[src/rtl/ocs_pkg.sv]
package ocs_pkg;

    typedef struct packed {
        logic off;
    } latch_state_t;

    typedef struct packed {
        logic err;
    } stat_state_t;

endpackage

[src/rtl/ocs_filter.sv]
module ocs_filter #(
    parameter int FILTER_CYCLES = 8
) (
    input  logic clk,
    input  logic rst_n,
    input  logic src_i,
    input  logic snk_i,
    input  logic clr_i,
    output logic raw_o,
    output logic trip_o
);
    localparam int CNT_W = $clog2(FILTER_CYCLES + 1);
    localparam logic [CNT_W-1:0] CNT_MAX  = CNT_W'(FILTER_CYCLES);
    localparam logic [CNT_W-1:0] CNT_LAST = CNT_W'(FILTER_CYCLES - 1);

    typedef struct packed {
        logic [CNT_W-1:0] cnt;
    } filt_state_t;

    filt_state_t st_d, st_q;
    logic        comb_oc;

    always_comb begin
        comb_oc = src_i | snk_i;
        st_d    = st_q;
        if (clr_i || !comb_oc) begin
            st_d.cnt = '0;
        end else if (st_q.cnt < CNT_MAX) begin
            st_d.cnt = st_q.cnt + 1'b1;
        end
        raw_o  = comb_oc;
        trip_o = comb_oc && !clr_i && (st_q.cnt >= CNT_LAST);
    end

    always_ff @(posedge clk) begin
        if (!rst_n) begin
            st_q <= '0;
        end else begin
            st_q <= st_d;
        end
    end

endmodule

[src/rtl/ocs_latch.sv]
module ocs_latch
    import ocs_pkg::*;
(
    input  logic clk,
    input  logic rst_n,
    input  logic trip_i,
    input  logic eof_i,
    output logic off_o
);
    latch_state_t st_d, st_q;

    always_comb begin
        st_d = st_q;
        if (eof_i) begin
            st_d.off = 1'b0;
        end else if (trip_i) begin
            st_d.off = 1'b1;
        end
        off_o = st_q.off;
    end

    always_ff @(posedge clk) begin
        if (!rst_n) begin
            st_q <= '0;
        end else begin
            st_q <= st_d;
        end
    end

endmodule

[src/rtl/ocs_status.sv]
module ocs_status
    import ocs_pkg::*;
(
    input  logic clk,
    input  logic rst_n,
    input  logic raw_i,
    input  logic crc_i,
    input  logic rd_i,
    output logic err_o
);
    stat_state_t st_d, st_q;

    always_comb begin
        st_d     = st_q;
        st_d.err = (st_q.err && !rd_i) || raw_i || crc_i;
        err_o    = st_q.err;
    end

    always_ff @(posedge clk) begin
        if (!rst_n) begin
            st_q <= '0;
        end else begin
            st_q <= st_d;
        end
    end

endmodule

[src/rtl/ocs_shutdown.sv]
module ocs_shutdown #(
    parameter int FILTER_CYCLES = 8
) (
    input  logic clk,
    input  logic rst_n,
    input  logic oc_src_i,
    input  logic oc_snk_i,
    input  logic frame_end_i,
    input  logic crc_err_i,
    input  logic stat_rd_i,
    output logic drv_hiz_o,
    output logic err_flag_o
);
    logic raw_oc;
    logic trip;

    ocs_filter #(
        .FILTER_CYCLES(FILTER_CYCLES)
    ) filt_i (
        .clk   (clk),
        .rst_n (rst_n),
        .src_i (oc_src_i),
        .snk_i (oc_snk_i),
        .clr_i (frame_end_i),
        .raw_o (raw_oc),
        .trip_o(trip)
    );

    ocs_latch latch_i (
        .clk   (clk),
        .rst_n (rst_n),
        .trip_i(trip),
        .eof_i (frame_end_i),
        .off_o (drv_hiz_o)
    );

    ocs_status stat_i (
        .clk   (clk),
        .rst_n (rst_n),
        .raw_i (raw_oc),
        .crc_i (crc_err_i),
        .rd_i  (stat_rd_i),
        .err_o (err_flag_o)
    );

endmodule

[config.mk]
export PLATFORM = sky130hd
export DESIGN_NAME = ocs_shutdown
export DESIGN_NICKNAME = d
export VERILOG_FILES = /design/src/rtl/ocs_pkg.sv /design/src/rtl/ocs_filter.sv /design/src/rtl/ocs_latch.sv /design/src/rtl/ocs_status.sv /design/src/rtl/ocs_shutdown.sv
export SDC_FILE = /design/constraint.sdc
export NUM_CORES = 1
export LEC_CHECK = 0
export CAP_MARGIN = 10
export CORE_AREA = 3 3 40 42
export DETAILED_ROUTE_END_ITERATION = 12
export DIE_AREA = 0 0 43 45
export GPL_TIMING_DRIVEN = 0
export PLACE_DENSITY = 0.4
export SETUP_SLACK_MARGIN = 0.05
export SLEW_MARGIN = 5
export SYNTH_ARGS = -nofsm -noshare
export SYNTH_HDL_FRONTEND = slang
export SYNTH_SLANG_ARGS = --single-unit
[constraint.sdc]
create_clock -name clk -period 1.2 [get_ports clk]
set_clock_uncertainty 0.15 [all_clocks]
set_input_delay 0.12 -clock clk [delete_from_list [all_inputs] [get_ports clk]]
set_output_delay 0.12 -clock clk [all_outputs]
set_load 0.1 [all_outputs]
# Word level (Yosys, flattened, before mapping)
# Index checks and enable logic that the tools add are counted.
dict set report classes {
  bitwise_logic 2
  n_addsub 1
  reduce_logical 11
  magnitude_cmp 2
}
# op count
set op_table {}
lappend op_table {{adder 4 x 1 -> 4 bit, second input constant} 1}
lappend op_table {{greater-or-equal comparator 4 x 3 -> 1 bit, second input constant} 1}
lappend op_table {{less-than comparator 4 bit, second input constant} 1}
lappend op_table {{OR reduction 2 bit} 2}
lappend op_table {{logical AND 1 bit} 3}
lappend op_table {{logical NOT 1 bit} 3}
lappend op_table {{logical OR 1 bit} 3}
lappend op_table {{inverter 1 bit} 1}
lappend op_table {{bitwise OR 1 bit} 1}
dict set report word_totals {
  input_bits 7
  register_bits 6
  output_inout_bits 2
  elab_cells 19
}

# Logic depth before layout (Yosys ltp)
dict set report logic_depth {
  word_depth 4
  depth_mapped 4
  ltp_nobuf 4
}

# By module
# Synthesis repeated with hierarchy kept, for this count alone.
dict set report hier_totals {
  cells_unflattened 25
  hier_area_um2 246.5
}
# module seq_area_each_um2 instances cells_per_inst area_each_um2
set by_module_without_submodules {}
lappend by_module_without_submodules {ocs_filter 80.1 1 19 175.2}
lappend by_module_without_submodules {ocs_latch 20.0 1 3 36.3}
lappend by_module_without_submodules {ocs_status 20.0 1 3 35.0}

# Worst setup path before layout
# No wires, ideal clock.
dict set report synth_path {
  kind {reg-to-reg}
  startpoint {register stat_i.st_q (netlist: stat_i.err_o)}
  endpoint {register stat_i.st_q (netlist: stat_i.err_o)}
  slack_ps -259
  n_path_buf 0
  t_required_ps 925
  period_less_slack_ps 1459
  setup_time_ps 125
  arrival_time_ps 1184
  stages_incl_launch_ff 3
  path_cell_list {dfxtp_1 > nor2b_1 > o41a_1}
}
dict set report synth_via {
  elab_chain_cells 3
}
# element line_no
set synth_rtl {}
lappend synth_rtl {{start: declaration} ocs_status.sv:11} ;# stat_state_t st_d, st_q;
lappend synth_rtl {{start signal: assignment} ocs_status.sv:23} ;# st_q <= st_d;
lappend synth_rtl {{logical AND 1 bit} ocs_status.sv:15} ;# st_d.err = (st_q.err && !rd_i) || raw_i || crc_i;
lappend synth_rtl {{logical OR 1 bit (2 in a row)} ocs_status.sv:15}
# Every way passes these cells.
# A chain may end at the register's enable or synchronous reset.

# Worst setup path in the final report
dict set report layout_path {
  startpoint {register filt_i.st_q[0] (netlist bit)}
  endpoint {register filt_i.st_q[2] (netlist bit)}
}
dict set report layout_via {
  elab_chain_cells 1
  word_cells_on_any_way 2
  cone_classes {add/sub: 1; order compare: 1}
}
# element line_no
set layout_rtl {}
lappend layout_rtl {{start: declaration} ocs_filter.sv:20} ;# filt_state_t st_d, st_q;
lappend layout_rtl {{start signal: assignment} ocs_filter.sv:39} ;# st_q <= st_d;
lappend layout_rtl {{adder 4 x 1 -> 4 bit / less-than comparator 4 bit (equally long branches)} {ocs_filter.sv:29, ocs_filter.sv:28}}
# Several ways; a longest one is shown, not always the timed one.

==> impl_summary.md <==
Run status
The flow ran to the end, and the final reports show no timing, DRC or antenna violations.

Synthesis
The average instance in the mapped netlist occupies between 10 and 15 sq um. The number of different library cells in the post-synthesis netlist is 14. After synthesis the netlist holds a flip-flop and latch count of 6. Of the synthesized area, sequential elements account for between 50% and 60%.

The summed instance area of the synthesized netlist is around 240 sq um. When the netlist entered floorplanning its net count stood at 31. The cell count after synthesis came out at 23. The number of synthesis warnings is 0.

Floorplan
The width of the die is approximately 43 um. The effective utilization at floorplan is a little under a fifth. The number of I/O pins is 9. The die outline area is between 1500 and 2000 sq um. The height of the die is 45 um. The area of the core is around 1300 sq um. The number of placement rows is 13.

Critical path
For this run, the slowest stage of the critical path takes 0.35 ns. The critical path goes through ha_4 > nor2b_4 > xnor2_2 > nor2_1. At the worst endpoint, the required time is between 1 and 1.5 ns. The type of destination of the critical path is a flop. STA classifies the critical path startpoint as a flop. The minimum setup slack among reg-to-reg paths is ~0.11 ns. In this run the critical register-to-register path is launched from filt_i.st_q[0]$_SDFFE_PP0N_.

Among cell families on the critical path, the largest total delay comes from flip-flops. Tracing the worst setup path back leads to its startpoint at filt_i.st_q[0]$_SDFFE_PP0N_. On the critical path, the stage with the largest delay is an instance of sky130_fd_sc_hd__dfxtp_4. For the worst setup path, the data arrival time is 1.07 ns. The critical path in this run is classified as flop to flop.

The top fanout value on the critical path is 3. Together, buffers and inverters on the worst path number 0.

Clocking
The clock tree root buffer cell is sky130_fd_sc_hd__clkbuf_4. The clock reaches the later pin of the worst-skew pair after between 0.2 and 0.25 ns. The total number of H-tree levels is 1.

In this run the deepest clock path goes through 2 buffers. The clock drives 6 sinks. After clock tree synthesis, the clock-pin slew on the worst setup and hold paths is 0.05 ns. The total CTS buffers is 3. TritonCTS built the clock tree.

Hold path
The hold path startpoint is latch_i.off_o$_SDFFE_PP0P_. The worst hold path belongs to the class flop to flop.

STA
The number of hold violations in the final report is 0. Setup violations remaining at the end of the flow were counted as 0. The relative slew slack is between 80% and 90%. The time the final worst path needs with I/O delays and setup is ~1.1 ns.

The actual slew at the worst max-slew pin is approximately 0.27 ns. Setup repair after global routing left no endpoint under its margin. The number of pins exceeding their max-slew limit in the final report came to 0. Derived from the worst setup path, the maximum achievable clock frequency is between 900 and 1000 MHz.

Final hold analysis gives a worst-case slack of 0.300 ns. Of the available clock period, the critical path in the final layout requires around nine tenths.

Power and ir drop
For this design the static power due to leakage is roughly 0.14 nW. The peak supply drop is roughly 0.64 mV. The cell area power density is roughly 1100 nW/um^2.

Detailed routing
After detailed routing, the total wire length is 614 um. The detailed router placed between 200 and 250 vias in this run. The routed via count divided by cell count is between 4 and 5.

After detailed routing, the number of remaining DRC violations is 0. The final antenna-violating net count is 0. The per-cell routed wire length is about 12 um. In this run, the number of DRC markers left after iteration 0 of detailed routing was 3. The number of detailed-routing iterations run before antenna repair is 4.

Job
The number of maximum-capacitance constraint violations is 0.

Final layout
In the layout the commonest cells are sky130_fd_sc_hd__clkdlybuf4s50_1, sky130_fd_sc_hd__nor2_1, sky130_fd_sc_hd__clkbuf_4, sky130_fd_sc_hd__dfxtp_2. The net total in the final layout is 45. The repair_antennas step left the layout with diodes totalling 0. Cells with a size suffix above 1 make up between 40% and 50% of the layout. The commonest non-fill, non-tap cell in the layout is sky130_fd_sc_hd__clkdlybuf4s50_1. The post-route core utilization is a little under a third.

The multi-input combinational cells in the finished layout cover a total of 144 sq um. The sequential cells in the finished layout cover a total of ~130 sq um. Counting the fill cells in the layout gives 140. The synthesis-to-finish area growth is 68.6%.

Placed design
The placed wire-length estimate after detailed placement is 522 um. The port buffer count is 8. The congestion estimate from routability-driven global placement came to 0.582.

Global routing
The residual overflow from global routing is 0. The maximum number of pins on one net before global-route repair is 6. The initial antenna violation count is 0.

The global router's overall resource usage is under 10%. The number of global-route vias before repair is around 250. The first-pass GRT wire length is around 1.1 mm.
==> cells by family after synthesis <==
group | after synthesis | share of synthesized area, %
adder cells (fa/ha/maj) | 1 | 5.23
AND/OR/NAND/NOR | 8 | 17.8
multiplexers | 1 | 4.19
flip-flops | 6 | 50.3
XOR/XNOR | 2 | 7.33
AO/OA/AOI/OAI | 5 | 15.2
==> final cells by class <==
| type | count | share of cell area [%] |
|---|---|---|
| multi-input cells | 17 | 35.7 |
| flip-flops and latches | 6 | 31.7 |
| repair buffers | 9 | 22.4 |
| clock buffers | 3 | 5.59 |
| well taps | 15 | 4.66 |
==> sequential cells by signal, summed over array words and instances (netlist names) <==
signal,cells
filt_i.st_q,4
latch_i.off_o,1
stat_i.err_o,1
==> worst min-delay path, stage by stage, from the launching register on <==
cell                      delay, ns
sky130_fd_sc_hd__dfxtp_2       0.32
sky130_fd_sc_hd__nand2_1       0.05
sky130_fd_sc_hd__o21ai_1       0.05
==> per-stage QoR <==
stage                     setup TNS [ns]  total power, mW  area (sq um)  instances  setup WS [ns]
after floorplan                  -0.0346            0.242           241         23        -0.0346
after global placement             -1.09            0.270           340         46         -0.504
after detailed placement           -1.32            0.273           340         46         -0.511
after CTS                              0            0.462           362         49         0.0757
after global routing                   0            0.495           403         50         0.0700
final                                  0            0.457           403         50          0.108
==> timing repair <==
item	4_1_cts	5_1_grt
endpoints found under the setup margin	3	3
hold buffers	0	0
setup buffers	0	1
pin swaps	0	3
resized for setup	14	7
==> cells in the mapped netlist <==
cell                      instances  area, sq um
sky130_fd_sc_hd__xor2_1           1         8.76
sky130_fd_sc_hd__o21ai_2          1         8.76
sky130_fd_sc_hd__dfxtp_1          6          120
sky130_fd_sc_hd__a21oi_1          1         5.00
sky130_fd_sc_hd__nor2b_2          2         17.5
sky130_fd_sc_hd__nand2_1          1         3.75
sky130_fd_sc_hd__nor2_1           4         15.0
sky130_fd_sc_hd__mux2i_1          1         10.0
sky130_fd_sc_hd__o41a_1           1         11.3
sky130_fd_sc_hd__xnor2_1          1         8.76
sky130_fd_sc_hd__a31oi_1          1         6.26
sky130_fd_sc_hd__ha_1             1         12.5
sky130_fd_sc_hd__nor2b_1          1         6.26
sky130_fd_sc_hd__o21ai_1          1         5.00
==> power breakdown <==
part           internal, mW  switching [mW]  total, mW  leakage (nW)
clock network         0.113          0.0696      0.183        0.0138
registers             0.205         0.00483      0.210        0.0507
logic                0.0326          0.0318     0.0644        0.0796
==> routing by layer <==
layer / global-route usage, % / wire, um
met1: 6.07 / 197
met2: 16.5 / 383
met3: 5.98 / 33
met4: 3.61 / 0
met5: 0 / 0
==> final timing paths <==
kind | to | cells past startpoint
max | filt_i.st_q[2]$_SDFFE_PP0N_ | 4
min | latch_i.off_o$_SDFFE_PP0P_ | 2
max reg2reg | filt_i.st_q[2]$_SDFFE_PP0N_ | 4
min reg2reg | latch_i.off_o$_SDFFE_PP0P_ | 2
Power figures use the tool's default switching activity.
